File: src/rtl/sadc_pkg.sv
package sadc_pkg;

    localparam int WORD_W = 12;

    typedef enum logic [1:0] {
        PH_IDLE = 2'd0,
        PH_CONV = 2'd1,
        PH_READ = 2'd2
    } phase_t;

    typedef struct packed {
        logic cs_n;
        logic sclk;
    } ctl_t;

    localparam ctl_t CTL_RST = '{cs_n: 1'b1, sclk: 1'b0};

    function automatic int cnt_width(input int cycles);
        return (cycles > 1) ? $clog2(cycles) : 1;
    endfunction

endpackage

File: src/rtl/sadc_sync.sv
module sadc_sync #(
    parameter int          W       = 1,
    parameter logic [W-1:0] RST_VAL = '0
) (
    input  logic         clk,
    input  logic         rst,
    input  logic [W-1:0] d_in,
    output logic [W-1:0] lvl,
    output logic [W-1:0] prev
);

    logic [W-1:0] meta_q;
    logic [W-1:0] lvl_q;
    logic [W-1:0] prev_q;

    always_ff @(posedge clk) begin
        if (rst) begin
            meta_q <= RST_VAL;
            lvl_q  <= RST_VAL;
            prev_q <= RST_VAL;
        end else begin
            meta_q <= d_in;
            lvl_q  <= meta_q;
            prev_q <= lvl_q;
        end
    end

    assign lvl  = lvl_q;
    assign prev = prev_q;

endmodule

File: src/rtl/sadc_timer.sv
module sadc_timer #(
    parameter int CONV_CYCLES = 150
) (
    input  logic clk,
    input  logic rst,
    input  logic run,
    output logic done
);
    import sadc_pkg::*;

    localparam int               CNT_W = cnt_width(CONV_CYCLES);
    localparam logic [CNT_W-1:0] LAST  = CNT_W'(CONV_CYCLES - 1);

    logic [CNT_W-1:0] cnt_q;

    // cleared whenever not converting
    always_ff @(posedge clk) begin
        if (rst || !run) begin
            cnt_q <= '0;
        end else if (cnt_q != LAST) begin
            cnt_q <= cnt_q + 1'b1;
        end
    end

    assign done = run && (cnt_q == LAST);

endmodule

File: src/rtl/sadc_shifter.sv
module sadc_shifter #(
    parameter int W = 12
) (
    input  logic         clk,
    input  logic         rst,
    input  logic         load,
    input  logic         shift,
    input  logic [W-1:0] word_in,
    output logic         msb
);

    logic [W-1:0] sh_q;

    always_ff @(posedge clk) begin
        if (rst) begin
            sh_q <= '0;
        end else if (load) begin
            sh_q <= word_in;
        end else if (shift) begin
            sh_q <= {sh_q[W-2:0], 1'b0};
        end
    end

    assign msb = sh_q[W-1];

endmodule

File: src/rtl/sadc_emu.sv
module sadc_emu #(
    parameter int CONV_CYCLES = 150
) (
    input  logic                         clk,
    input  logic                         rst,
    input  logic                         cs_n_in,
    input  logic                         sclk_in,
    input  logic [sadc_pkg::WORD_W-1:0]  sample_in,
    output logic                         sdo_out
);
    import sadc_pkg::*;

    ctl_t              ctl_raw, ctl_lvl, ctl_prev;
    logic [WORD_W-1:0] smp_lvl, smp_prev;
    phase_t            phase_q;
    logic              sdo_q;
    logic              cs_lvl, cs_fall, sclk_fall;
    logic              tmr_run, tmr_done;
    logic              shf_load, shf_shift, shf_msb;

    assign ctl_raw = '{cs_n: cs_n_in, sclk: sclk_in};

    sadc_sync #(.W($bits(ctl_t)), .RST_VAL(CTL_RST)) u_ctl_sync (
        .clk  (clk),
        .rst  (rst),
        .d_in (ctl_raw),
        .lvl  (ctl_lvl),
        .prev (ctl_prev)
    );

    sadc_sync #(.W(WORD_W), .RST_VAL('0)) u_smp_sync (
        .clk  (clk),
        .rst  (rst),
        .d_in (sample_in),
        .lvl  (smp_lvl),
        .prev (smp_prev)
    );

    assign cs_lvl    = ctl_lvl.cs_n;
    assign cs_fall   = ctl_prev.cs_n && !ctl_lvl.cs_n;
    assign sclk_fall = ctl_prev.sclk && !ctl_lvl.sclk;

    assign tmr_run   = (phase_q == PH_CONV) && !cs_lvl;
    assign shf_load  = (phase_q == PH_IDLE) && cs_fall;
    assign shf_shift = (phase_q == PH_READ) && sclk_fall && !cs_lvl;

    sadc_timer #(.CONV_CYCLES(CONV_CYCLES)) u_timer (
        .clk  (clk),
        .rst  (rst),
        .run  (tmr_run),
        .done (tmr_done)
    );

    sadc_shifter #(.W(WORD_W)) u_shift (
        .clk     (clk),
        .rst     (rst),
        .load    (shf_load),
        .shift   (shf_shift),
        .word_in (smp_lvl),
        .msb     (shf_msb)
    );

    always_ff @(posedge clk) begin
        if (rst || cs_lvl) begin
            phase_q <= PH_IDLE;
            sdo_q   <= 1'b0;
        end else begin
            unique case (phase_q)
                PH_IDLE: begin
                    sdo_q <= 1'b0;
                    if (cs_fall) phase_q <= PH_CONV;
                end
                PH_CONV: begin
                    if (tmr_done) begin
                        phase_q <= PH_READ;
                        sdo_q   <= 1'b1;
                    end
                end
                PH_READ: begin
                    if (sclk_fall) sdo_q <= shf_msb;
                end
                default: begin
                    phase_q <= PH_IDLE;
                    sdo_q   <= 1'b0;
                end
            endcase
        end
    end

    assign sdo_out = sdo_q;

    logic unused_ok;
    assign unused_ok = ^smp_prev;

endmodule

File: config.mk
export PLATFORM = sky130hd
export DESIGN_NAME = sadc_emu
export DESIGN_NICKNAME = d
export VERILOG_FILES = /design/src/rtl/sadc_pkg.sv /design/src/rtl/sadc_sync.sv /design/src/rtl/sadc_timer.sv /design/src/rtl/sadc_shifter.sv /design/src/rtl/sadc_emu.sv
export SDC_FILE = /design/constraint.sdc
export NUM_CORES = 1
export LEC_CHECK = 0
export BUFFER_PORTS_ARGS = -buffer_cell sky130_fd_sc_hd__buf_2
export CAP_MARGIN = 10
export CORE_ASPECT_RATIO = 0.6
export CORE_MARGIN = 2
export CORE_UTILIZATION = 45
export DETAILED_ROUTE_END_ITERATION = 12
export MAX_ROUTING_LAYER = met4
export PLACE_DENSITY = 0.6
export SYNTH_ARGS = -nofsm -noshare
export SYNTH_HDL_FRONTEND = slang
export SYNTH_HIERARCHICAL = 1
export SYNTH_SLANG_ARGS = --single-unit
File: constraint.sdc
create_clock -name clk -period 2.2 [get_ports clk]
set_clock_uncertainty 0.15 [all_clocks]
set_input_delay 0.22 -clock clk [delete_from_list [all_inputs] [get_ports clk]]
set_output_delay 0.22 -clock clk [all_outputs]
set_load 0.02 [all_outputs]
Yosys cells after proc, flatten, opt, wreduce, memory -nomap -nowiden --
Index checks and enable logic that the tools add are counted. W data, S select, Z words.
Word-level totals: flip-flop bits (word level) 53, input bits 16
Operators by class: add/sub/neg operators 1, equal/unequal tests 7, multiplexer cells 8, bitwise logic cells 1, reduce and logical (&&, ||, !) cells 16
Operator list (count):
- $mux W12 | 2
- $add A8 B1 Y8 const B | 1
- $eq A8 B8 Y1 const B | 1
- $ne A8 B8 Y1 const B | 1
- $logic_and A1 B1 Y1 | 7
- $ne A2 B2 Y1 const B | 3
- $pmux W2 S3 | 1
- $mux W2 | 2
- $logic_not A1 Y1 | 3
- $reduce_and A3 Y1 | 1
- $eq A2 B1 Y1 const B | 1
- $eq A2 B2 Y1 const B | 1
- $logic_not A2 Y1 | 1
- $logic_or A1 B1 Y1 | 2
- $mux W1 | 2
- $pmux W1 S2 | 1
- $reduce_and A2 Y1 | 1
- $reduce_bool A2 Y1 | 1
- $not A1 Y1 | 1

Depth between registers and ports, before layout --
depth after elaboration 6, mapped depth 8, mapped depth without buffers 8

Modules after synthesis --
The synthesis kept the hierarchy.
Modules (own cells, without submodules):
- sadc_sync at u_smp_sync | instances 1, cells each 75, area an instance 994.7 um2, seq. area each 720.7 um2
- sadc_shifter | instances 1, cells each 53, area an instance 598.1 um2, seq. area each 240.2 um2
- sadc_timer | instances 1, cells each 43, area an instance 404.1 um2, seq. area each 160.2 um2
- sadc_emu | instances 1, cells each 29, area an instance 276.5 um2, seq. area each 60.1 um2
- sadc_sync at u_ctl_sync | instances 1, cells each 12, area an instance 157.7 um2, seq. area each 120.1 um2

Worst setup path before layout --
Ideal clock, no wire load.
kind register -> register, start register u_timer.cnt_q[0], end register phase_q[1], setup time 72 ps, data arrival time 1636 ps, setup slack 343 ps, stages on the path, launching flop included 8, buffers on the path 0, clock period less this slack 1857 ps, cells stage by stage dfxtp_1 > ha_1 > nand4bb_2 > nor2_1 > and2_1 > and2b_1 > a211oi_4 > mux2i_1
Between the ends: cells in the longest elaborated chain, start to end 4
Ends and longest elaborated chain:
- from (decl) | RTL line sadc_timer.sv:14 | logic [CNT_W-1:0] cnt_q;
- from (signal assigned) | RTL line sadc_timer.sv:21 | cnt_q <= cnt_q + 1'b1;
- $eq A8 B8 Y1 | RTL line sadc_timer.sv:25 | assign done = run && (cnt_q == LAST);
- $logic_and A1 B1 Y1 | RTL line sadc_timer.sv:25
- net tmr_done | RTL line sadc_emu.sv:18 | logic tmr_run, tmr_done;
- $ne A2 B2 Y1 (no line)
- $reduce_and A3 Y1 (no line)
- to (signal assigned) | RTL line sadc_emu.sv:65 | phase_q <= PH_IDLE;
- to (signal assigned) | RTL line sadc_emu.sv:71 | if (cs_fall) phase_q <= PH_CONV;
- to (signal assigned) | RTL line sadc_emu.sv:75 | phase_q <= PH_READ;
- to (decl) | RTL line sadc_emu.sv:15 | phase_t phase_q;
The timed path passes the listed nets, and every way through them passes these cells. A chain may end at the register's enable or synchronous reset.

Worst setup path in the final report --
Ends and elaborated chain as after synthesis.

==> summary.txt <==
HP Class - input pin to flip-flop
Final Hold Vio Count - 0
Post-CTS Setup Inserts - 0
Initial antenna violation count - 0
Vias per cell - 4.65
Final WS setup - 0.196 ns
Top delay family on crit path - simple AND/OR/NAND/NOR gates
WP data required - 2.28 ns
Syn nets - 211
Leak - 0.903 nW
Fin. max-slew vios - 0
DP Area - 2240 sq um
Clock Pin Slew Worst Setup and Hold Paths - 0.10 ns
CP Max Fanout - 5
Total chip power - 1.68 mW
Clock Sinks - 53
Max Clock Freq - 499 MHz
Placement Setup Slack - 0.178 ns
TritonCTS clock tree - yes
RSZ-0062 raised after global routing - false
Grt ovf - 0
Max incr delay on CP - 0.42 ns
IO Count - 17
Avg Cell Area, Syn - 11.2 sq um
Clock tree buffer depth - 2
Final wirelength - 3.40 mm
Final net count - 241
CTS Root Cell - clkbuf_8
Final setup TNS - 0 ns
H-tree levels - 2
Iteration count of the initial detailed-routing pass - 4
CP Class - flip-flop to flip-flop
Worst VDD drop - 0.412 mV
Critical path capture point type - flip-flop
Worst Max-Slew Pin Slew - 0.430 ns
Port bufs - 16
Status - completed
Slowest stage cell, crit path - dfxtp_1
Minimum clock period - 2.00 ns
TritonCTS Buffers - 5
Critical-path cell list - ha_1 > nand4bb_2 > nor2_2 > and2_1 > and2b_1 > a211oi_4 > mux2i_1
Final ANT Viol Nets - 0
Residual DRC - 0
Final Cycle Share - 91.1%
Global Route Usage Sum - 14.2%
CP Buf/Inv Count - 0
First-pass GRT wire length - 5.65 mm
DR vias - 1,311
Design area - 2450 sq um
Startpoint types - flip-flop
Antenna cell count - 0
HPWL after detailed placement - 2.42 mm
Initial core utilization - 46.4%
Final setup violation count - 0
Maxcap violations - 0
Critical Path AT - 2.08 ns
Synth warn - 6
Clk Latency, worst-skew pair - 0.30 ns
Largest net degree at the start of global routing - 29
Die Y - 57.0 microns
Die W - 92.4 microns
Vias in the first global route - 1,243
Core Area - 4540 sq um
Area Overhead vs Synth - 16.3%
Post-DR wirelength/cell - 12.0 microns
P per Cell Area - 686 nW/um^2
Fraction of final layout cells with drive strength greater than 1 - 23.3%
Slew margin rel. - 71.3%
Num rows - 19
Routability cong. - 0.831
Cells after Synth - 188
DRT iter0 DRCs - 55
Die area - 5270 sq um
Mapped Area - 2110 sq um
[worst paths after layout]
path                                to  slack, ns  cells past startpoint            startpoint
setup / recovery            phase_q[1]       0.20                      7      u_timer/cnt_q[0]
hold / removal    u_ctl_sync/meta_q[0]     0.0006                      2               sclk_in
setup reg to reg            phase_q[1]       0.20                      7      u_timer/cnt_q[0]
hold reg to reg      u_ctl_sync/lvl[1]       0.28                      1  u_ctl_sync/meta_q[1]
[power breakdown]
| part | leakage (nW) | internal (mW) | switching [mW] | total, mW |
|---|---|---|---|---|
| logic | 0.420 | 0.0582 | 0.0426 | 0.101 |
| clock network | 0.0478 | 0.259 | 0.314 | 0.573 |
| registers | 0.435 | 0.994 | 0.0131 | 1.01 |
[metrics by stage]
step	cells	hold WS [ns]	util, %
2_1_floorplan	188	0.135	-
3_3_place_gp	263	0.250	49.3
3_5_place_dp	263	0.255	49.3
4_1_cts	282	0.000888	53.9
5_1_grt	282	0.00181	54.0
6_report	282	0.000597	54.0
[cells in the final DEF (no fill, tap or decap), drive strengths merged, types with 5 or more instances in the layout]
master,n
a21oi,5
inv,5
nor2b,35
a211oi,14
dlygate4sd3,11
ha,7
buf,20
and2b,5
dfxtp,53
clkbuf,6
mux2i,14
nand2,6
[flip-flops by register name, indices dropped and copies added (netlist names)]
register and count:
u_shift/sh_q 12, phase_q 2, u_timer/cnt_q 8, u_ctl_sync/lvl 2
u_ctl_sync/prev 2, u_ctl_sync/meta_q 2, u_smp_sync/lvl 12, u_smp_sync/meta_q 12
sdo_out 1
[metal layers]
| metal | vias to the layer above | routed length (microns) | track usage [%] |
|---|---|---|---|
| met5 | - | 0 | - |
| met4 | 0 | 27 | 4.48 |
| met3 | 2 | 104 | 4.10 |
| met2 | 15 | 1370 | 19.5 |
| met1 | 598 | 1900 | 20.1 |
| li1 | 696 | - | - |
[layout make-up]
class                      count  area [sq um]
fill                         385          2090
sequential                    53          1060
multi-input combinational    123           977
timing repair buffer          31           220
clock buffer                   6          82.6
tap                           63          78.8
clock inverter                 2          16.3
inverter                       4          15.0
[repair_timing]
action                                  4_1_cts  5_1_grt
endpoints found under the hold margin        11        0
hold buffers                                 11        0
endpoints found under the setup margin        0        1
gates resized for setup                       0        1
Note: power is estimated with default switching activity, not from simulation.
